### src/rtl/wadapt_pkg.sv
package wadapt_pkg;

  // Strobes and mode bits passed from control to datapath
  typedef struct packed {
    logic wrNarrow;   // write port is half width
    logic rdNarrow;   // read port is half width
    logic little;     // first half sits in the low lane
    logic wrHeld;     // a first half-word is staged
    logic rdSecond;   // next read delivers the second half
    logic stageLoad;  // capture the incoming half-word now
  } adaptStrobes_t;

endpackage

### src/rtl/wadapt_ctrl.sv
module wadapt_ctrl
  import wadapt_pkg::*;
(
  input  logic          clk,
  input  logic          rstMaster,
  input  logic          rstPartial,
  input  logic          cfgWrNarrow,
  input  logic          cfgRdNarrow,
  input  logic          cfgLittle,
  input  logic          wrValid,
  output logic          wrReady,
  output logic          coreWrValid,
  input  logic          coreWrReady,
  input  logic          coreRdValid,
  output logic          coreRdReady,
  output logic          rdValid,
  input  logic          rdReady,
  output adaptStrobes_t strobes
);

  logic wrNarrowQ, rdNarrowQ, littleQ;
  logic wrHeldQ, rdSecondQ;
  logic inReset;
  logic wrFire, rdFire;

  assign inReset = rstMaster | rstPartial;

  // configuration capture, only while master reset is held
  always_ff @(posedge clk) begin
    if (rstMaster) begin
      wrNarrowQ <= cfgWrNarrow;
      rdNarrowQ <= cfgRdNarrow;
      littleQ   <= cfgLittle;
    end
  end

  // handshake outputs, all blocked while any reset is active
  always_comb begin
    if (inReset) begin
      wrReady     = 1'b0;
      coreWrValid = 1'b0;
      coreRdReady = 1'b0;
      rdValid     = 1'b0;
    end else begin
      if (wrNarrowQ) begin
        wrReady     = wrHeldQ ? coreWrReady : 1'b1;
        coreWrValid = wrHeldQ & wrValid;
      end else begin
        wrReady     = coreWrReady;
        coreWrValid = wrValid;
      end
      rdValid     = coreRdValid;
      coreRdReady = rdNarrowQ ? (rdSecondQ & rdReady) : rdReady;
    end
  end

  assign wrFire = wrValid & wrReady;
  assign rdFire = rdValid & rdReady;

  // half-word phase tracking
  always_ff @(posedge clk) begin
    if (inReset) begin
      wrHeldQ   <= 1'b0;
      rdSecondQ <= 1'b0;
    end else begin
      if (wrNarrowQ && wrFire) wrHeldQ <= ~wrHeldQ;
      if (rdNarrowQ && rdFire) rdSecondQ <= ~rdSecondQ;
    end
  end

  always_comb begin
    strobes.wrNarrow  = wrNarrowQ;
    strobes.rdNarrow  = rdNarrowQ;
    strobes.little    = littleQ;
    strobes.wrHeld    = wrHeldQ;
    strobes.rdSecond  = rdSecondQ;
    strobes.stageLoad = wrNarrowQ & ~wrHeldQ & wrFire;
  end

  AST_CFG_HELD: assert property (@(posedge clk) disable iff (rstMaster)
    !$past(rstMaster) |-> ($stable(wrNarrowQ) && $stable(rdNarrowQ) && $stable(littleQ)));

  AST_CORE_WR_AFTER_SECOND: assert property (@(posedge clk) disable iff (rstMaster)
    (wrNarrowQ && coreWrValid) |-> wrHeldQ);

  AST_CORE_POP_ON_SECOND: assert property (@(posedge clk) disable iff (rstMaster)
    (rdNarrowQ && coreRdValid && coreRdReady) |-> (rdSecondQ && rdFire));

  AST_PARTIAL_CLEARS: assert property (@(posedge clk) disable iff (rstMaster)
    $past(rstPartial) |-> (!wrHeldQ && !rdSecondQ));

endmodule

### src/rtl/wadapt_datapath.sv
module wadapt_datapath
  import wadapt_pkg::*;
#(
  parameter int HALF_W = 9,
  localparam int WORD_W = 2 * HALF_W
) (
  input  logic              clk,
  input  logic              rstMaster,
  input  logic              rstPartial,
  input  adaptStrobes_t     strobes,
  input  logic [WORD_W-1:0] wrData,
  output logic [WORD_W-1:0] coreWrData,
  input  logic [WORD_W-1:0] coreRdData,
  output logic [WORD_W-1:0] rdData
);

  logic [HALF_W-1:0] stageQ;
  logic [HALF_W-1:0] rdHalf;
  logic [HALF_W-1:0] lanes [2];
  logic              pickLow;

  // staging register for the first narrow write
  always_ff @(posedge clk) begin
    if (rstMaster || rstPartial) stageQ <= '0;
    else if (strobes.stageLoad)  stageQ <= wrData[HALF_W-1:0];
  end

  // packing: first half goes high for big-endian, low for little-endian
  always_comb begin
    if (!strobes.wrNarrow)
      coreWrData = wrData;
    else if (strobes.little)
      coreWrData = {wrData[HALF_W-1:0], stageQ};
    else
      coreWrData = {stageQ, wrData[HALF_W-1:0]};
  end

  // split core word into lanes
  for (genvar g = 0; g < 2; g++) begin : gLane
    assign lanes[g] = coreRdData[g*HALF_W +: HALF_W];
  end

  assign pickLow = strobes.rdSecond ^ strobes.little;
  assign rdHalf  = pickLow ? lanes[0] : lanes[1];
  assign rdData  = strobes.rdNarrow ? {{HALF_W{1'b0}}, rdHalf} : coreRdData;

  AST_RD_UPPER_ZERO: assert property (@(posedge clk) disable iff (rstMaster)
    strobes.rdNarrow |-> (rdData[WORD_W-1:HALF_W] == '0));

endmodule

### src/rtl/width_match_adapter.sv
module width_match_adapter
  import wadapt_pkg::*;
#(
  parameter int HALF_W = 9,
  localparam int WORD_W = 2 * HALF_W
) (
  input  logic              clk,
  input  logic              rstMaster,
  input  logic              rstPartial,
  input  logic              cfgWrNarrow,
  input  logic              cfgRdNarrow,
  input  logic              cfgLittle,
  input  logic              wrValid,
  output logic              wrReady,
  input  logic [WORD_W-1:0] wrData,
  output logic              coreWrValid,
  input  logic              coreWrReady,
  output logic [WORD_W-1:0] coreWrData,
  input  logic              coreRdValid,
  output logic              coreRdReady,
  input  logic [WORD_W-1:0] coreRdData,
  output logic              rdValid,
  input  logic              rdReady,
  output logic [WORD_W-1:0] rdData
);

  adaptStrobes_t strobes;

  wadapt_ctrl uCtrl (
    .clk         (clk),
    .rstMaster   (rstMaster),
    .rstPartial  (rstPartial),
    .cfgWrNarrow (cfgWrNarrow),
    .cfgRdNarrow (cfgRdNarrow),
    .cfgLittle   (cfgLittle),
    .wrValid     (wrValid),
    .wrReady     (wrReady),
    .coreWrValid (coreWrValid),
    .coreWrReady (coreWrReady),
    .coreRdValid (coreRdValid),
    .coreRdReady (coreRdReady),
    .rdValid     (rdValid),
    .rdReady     (rdReady),
    .strobes     (strobes)
  );

  wadapt_datapath #(.HALF_W(HALF_W)) uData (
    .clk        (clk),
    .rstMaster  (rstMaster),
    .rstPartial (rstPartial),
    .strobes    (strobes),
    .wrData     (wrData),
    .coreWrData (coreWrData),
    .coreRdData (coreRdData),
    .rdData     (rdData)
  );

endmodule

### config.mk
export PLATFORM = sky130hd
export DESIGN_NAME = width_match_adapter
export DESIGN_NICKNAME = d
export VERILOG_FILES = /design/src/rtl/wadapt_pkg.sv /design/src/rtl/wadapt_ctrl.sv /design/src/rtl/wadapt_datapath.sv /design/src/rtl/width_match_adapter.sv
export SDC_FILE = /design/constraint.sdc
export NUM_CORES = 1
export LEC_CHECK = 0
export BUFFER_PORTS_ARGS = -buffer_cell sky130_fd_sc_hd__buf_4
export CAP_MARGIN = 5
export CELL_PAD_IN_SITES_DETAIL_PLACEMENT = 1
export CELL_PAD_IN_SITES_GLOBAL_PLACEMENT = 2
export CORE_UTILIZATION = 19
export CTS_CLUSTER_DIAMETER = 100
export DETAILED_ROUTE_END_ITERATION = 8
export GPL_ROUTABILITY_DRIVEN = 1
export PLACE_DENSITY_LB_ADDON = 0.1
export SLEW_MARGIN = 5
export SYNTH_ARGS = -nofsm -noshare
export SYNTH_HDL_FRONTEND = slang
export SYNTH_HIERARCHICAL = 1
export SYNTH_SLANG_ARGS = --single-unit
### constraint.sdc
create_clock -name clk -period 1.2 [get_ports clk]
set_input_delay 0.12 -clock clk [delete_from_list [all_inputs] [get_ports clk]]
set_output_delay 0.12 -clock clk [all_outputs]
set_load 0.01 [all_outputs]
==> results.md <==
- Status: finished with violations
- Violated checks: negative setup slack
- Final Slew Violations: 0
- Vias in the first global route: 1248
- Syn-to-layout area delta: 86.1%
- CTS tree: done
- Port bufs: 85
- IO Pins: 86
- Antenna Violating Nets Remaining: 0
- Htree depth: 1
- Final Cell Area: 2160 sq um
- Post-Syn Area per Cell: 10.1 sq um
- Critical Path RT: 1.08 ns
- Hold-fix buffer count after cts: 0
- Antenna diodes: 0
- Final worst-path cycle share: 137%
- Area of the multi-input gates: 853 sq um
- Initial antenna violation count: 0
- P_int: 1.21 mW
- Cells after synthesis: 115
- CP Launch Type: register
- Largest net degree at the start of global routing: 13
- 1st-iter DRT viols: 28
- RePlAce Congestion: 0.666
- Yosys warning count: 6
- Die Y: 80.2 um
- Worst Tran Pin Value: between 0.2 and 0.25 ns
- Initial Util: 19.6%
- Clock root buffer master: clkbuf_8
- Power after layout: 1.71 mW
- Die X: 80.2 um
- M1 GR Usage: 12.1%
- DP Worst Slack: -0.199 ns
- Final WS setup: -0.447 ns
- Clock network fraction of total power: between 20% and 30%
- Psw: 501 uW
- Clock Skews: about 0.0027 ns
- GR peak layer: met2
- Via density: 4.16
- Postcts setup bufs: 0
- CP max stage delay: 0.48 ns
- Row count: 28
- Final HPWL DP: 3.07 mm
- Die area: 6430 sq um
- Leakage: 1.02 nW
- Sequential share of power: 29.9%
- Cell family with most CP delay: flip-flops
- Switching share of power: 29.2%
- Register area: 310 sq um
- Final Net Count: between 200 and 300
- Met2 Use GR: 23.2%
- Final hold violations: 0
- Final WL: 3.89 mm
- Fill cells: 679
- DRC viols: 0
- DRT Pass-1 Iters: 4
- Worst EP arrival: 1.53 ns
- Crit end category: primary output
- Grt met3 use: 2.50%
- Syn_nets: 161
- Worst skew pair latency: approximately 0.24 ns
- Crit Path Class: register to primary output
- Final setup viols: 48
- Wire length per cell: 13.8 um
- Hold Crit Class: input pin to register
- Reg-to-reg slack, setup: -0.05 ns
- First-pass GRT wire length: around 6 mm
- Remaining Overflow, GRT: 0
- Cells along the critical path: xnor2_4, nand2_8, mux2_4, buf_6
- TritonCTS Buffers: 3
- Reg clk slew, reported paths: approximately 0.060 ns
- Core area: 5920 sq um
- Max Cap Viol: 0
- Longest Clk Path Bufs: 2
- Layout cells sized above 1: 64.3%
- Slowest stage cell on the critical path: edfxtp_1
- Pwr dens: 792 nW/um^2
- Syn Std Cell Area: 1160 sq um
- Fmax: 0.607 GHz
- DP Area: just under 2000 sq um
- Final core utilization: 36.5%
- Max-slew headroom: between 80% and 90%
- WP buf/inv: 1
- Combinational power share: 46.4%
- Crit-path max FO: 9
- Crit path time final: 1.65 ns
- RSZ-0062 raised after global routing: true
- Peak supply drop: about 0.00043 V
- Clk sinks: 14
- All-Layer GR Usage: 11.8%
- Vias: 1174
registers in the layout, indices dropped and copies added (netlist names):
name,cells
uCtrl/wrHeldQ,1
uCtrl/wrNarrowQ,1
uData/stageQ,9
uCtrl/littleQ,1
uCtrl/rdNarrowQ,1
uCtrl/rdSecondQ,1
stage by stage:
step,hold slack (ns),instances,setup TNS [ns]
6_report,0.0493,282,-12.46
2_1_floorplan,0.219,115,-0.365
4_1_cts,0.0406,280,-13.46
3_3_place_gp,0.301,276,-4.25
5_1_grt,0.0337,282,-15.86
3_5_place_dp,0.300,276,-4.79
area by class of cell:
cell class	instances	area share (%)
well taps	75	4.34
flip-flops and latches	14	14.3
multi-input cells	92	39.4
clock buffers	4	2.08
repair buffers	97	39.8
path summary, 6_finish.rpt:
check	from	to	cells past startpoint
min reg2reg	uData/stageQ[2]$_SDFFE_PP0P_	uData/stageQ[2]$_SDFFE_PP0P_	2
min	cfgLittle	uCtrl/littleQ$_DFFE_PP_	1
max	uCtrl/littleQ$_DFFE_PP_	rdData[2]	4
max reg2reg	uCtrl/wrNarrowQ$_DFFE_PP_	uData/stageQ[3]$_SDFFE_PP0P_	5
power groups by stage:
stage	combinational, mW	sequential [mW]	clock (mW)
finish	0.796	0.512	0.407
global route	0.850	0.514	0.454
global placement	0.707	0.520	0
CTS	0.750	0.511	0.437
detailed placement	0.717	0.521	0
floorplan	0.367	0.513	0
cells in the final DEF (no fill, tap or decap), types with 2 or more instances in the layout:
| cell type | count |
|---|---|
| mux2i_1 | 17 |
| and3_4 | 2 |
| nor2_1 | 18 |
| nand2_8 | 3 |
| nor2b_2 | 3 |
| mux2_4 | 19 |
| buf_6 | 24 |
| edfxtp_1 | 3 |
| buf_12 | 2 |
| nor2b_1 | 6 |
| dfxtp_1 | 11 |
| and3b_1 | 2 |
| clkbuf_8 | 3 |
| a21oi_1 | 10 |
| buf_4 | 70 |
per-layer routing:
layer  vias to the layer above  share of wire [%]
li1                        582                  -
met1                       552                 39
met2                        36                 55
met3                         4                5.2
met4                         0               0.93
met5                         -                  0
repair_timing:
action	4_1_cts	5_1_grt
setup endpoints to repair	49	49
hold endpoints to repair	0	0
cloned	0	2
pin swaps	1	10
resized for setup	15	18
Note: power is estimated with default switching activity, not from simulation.
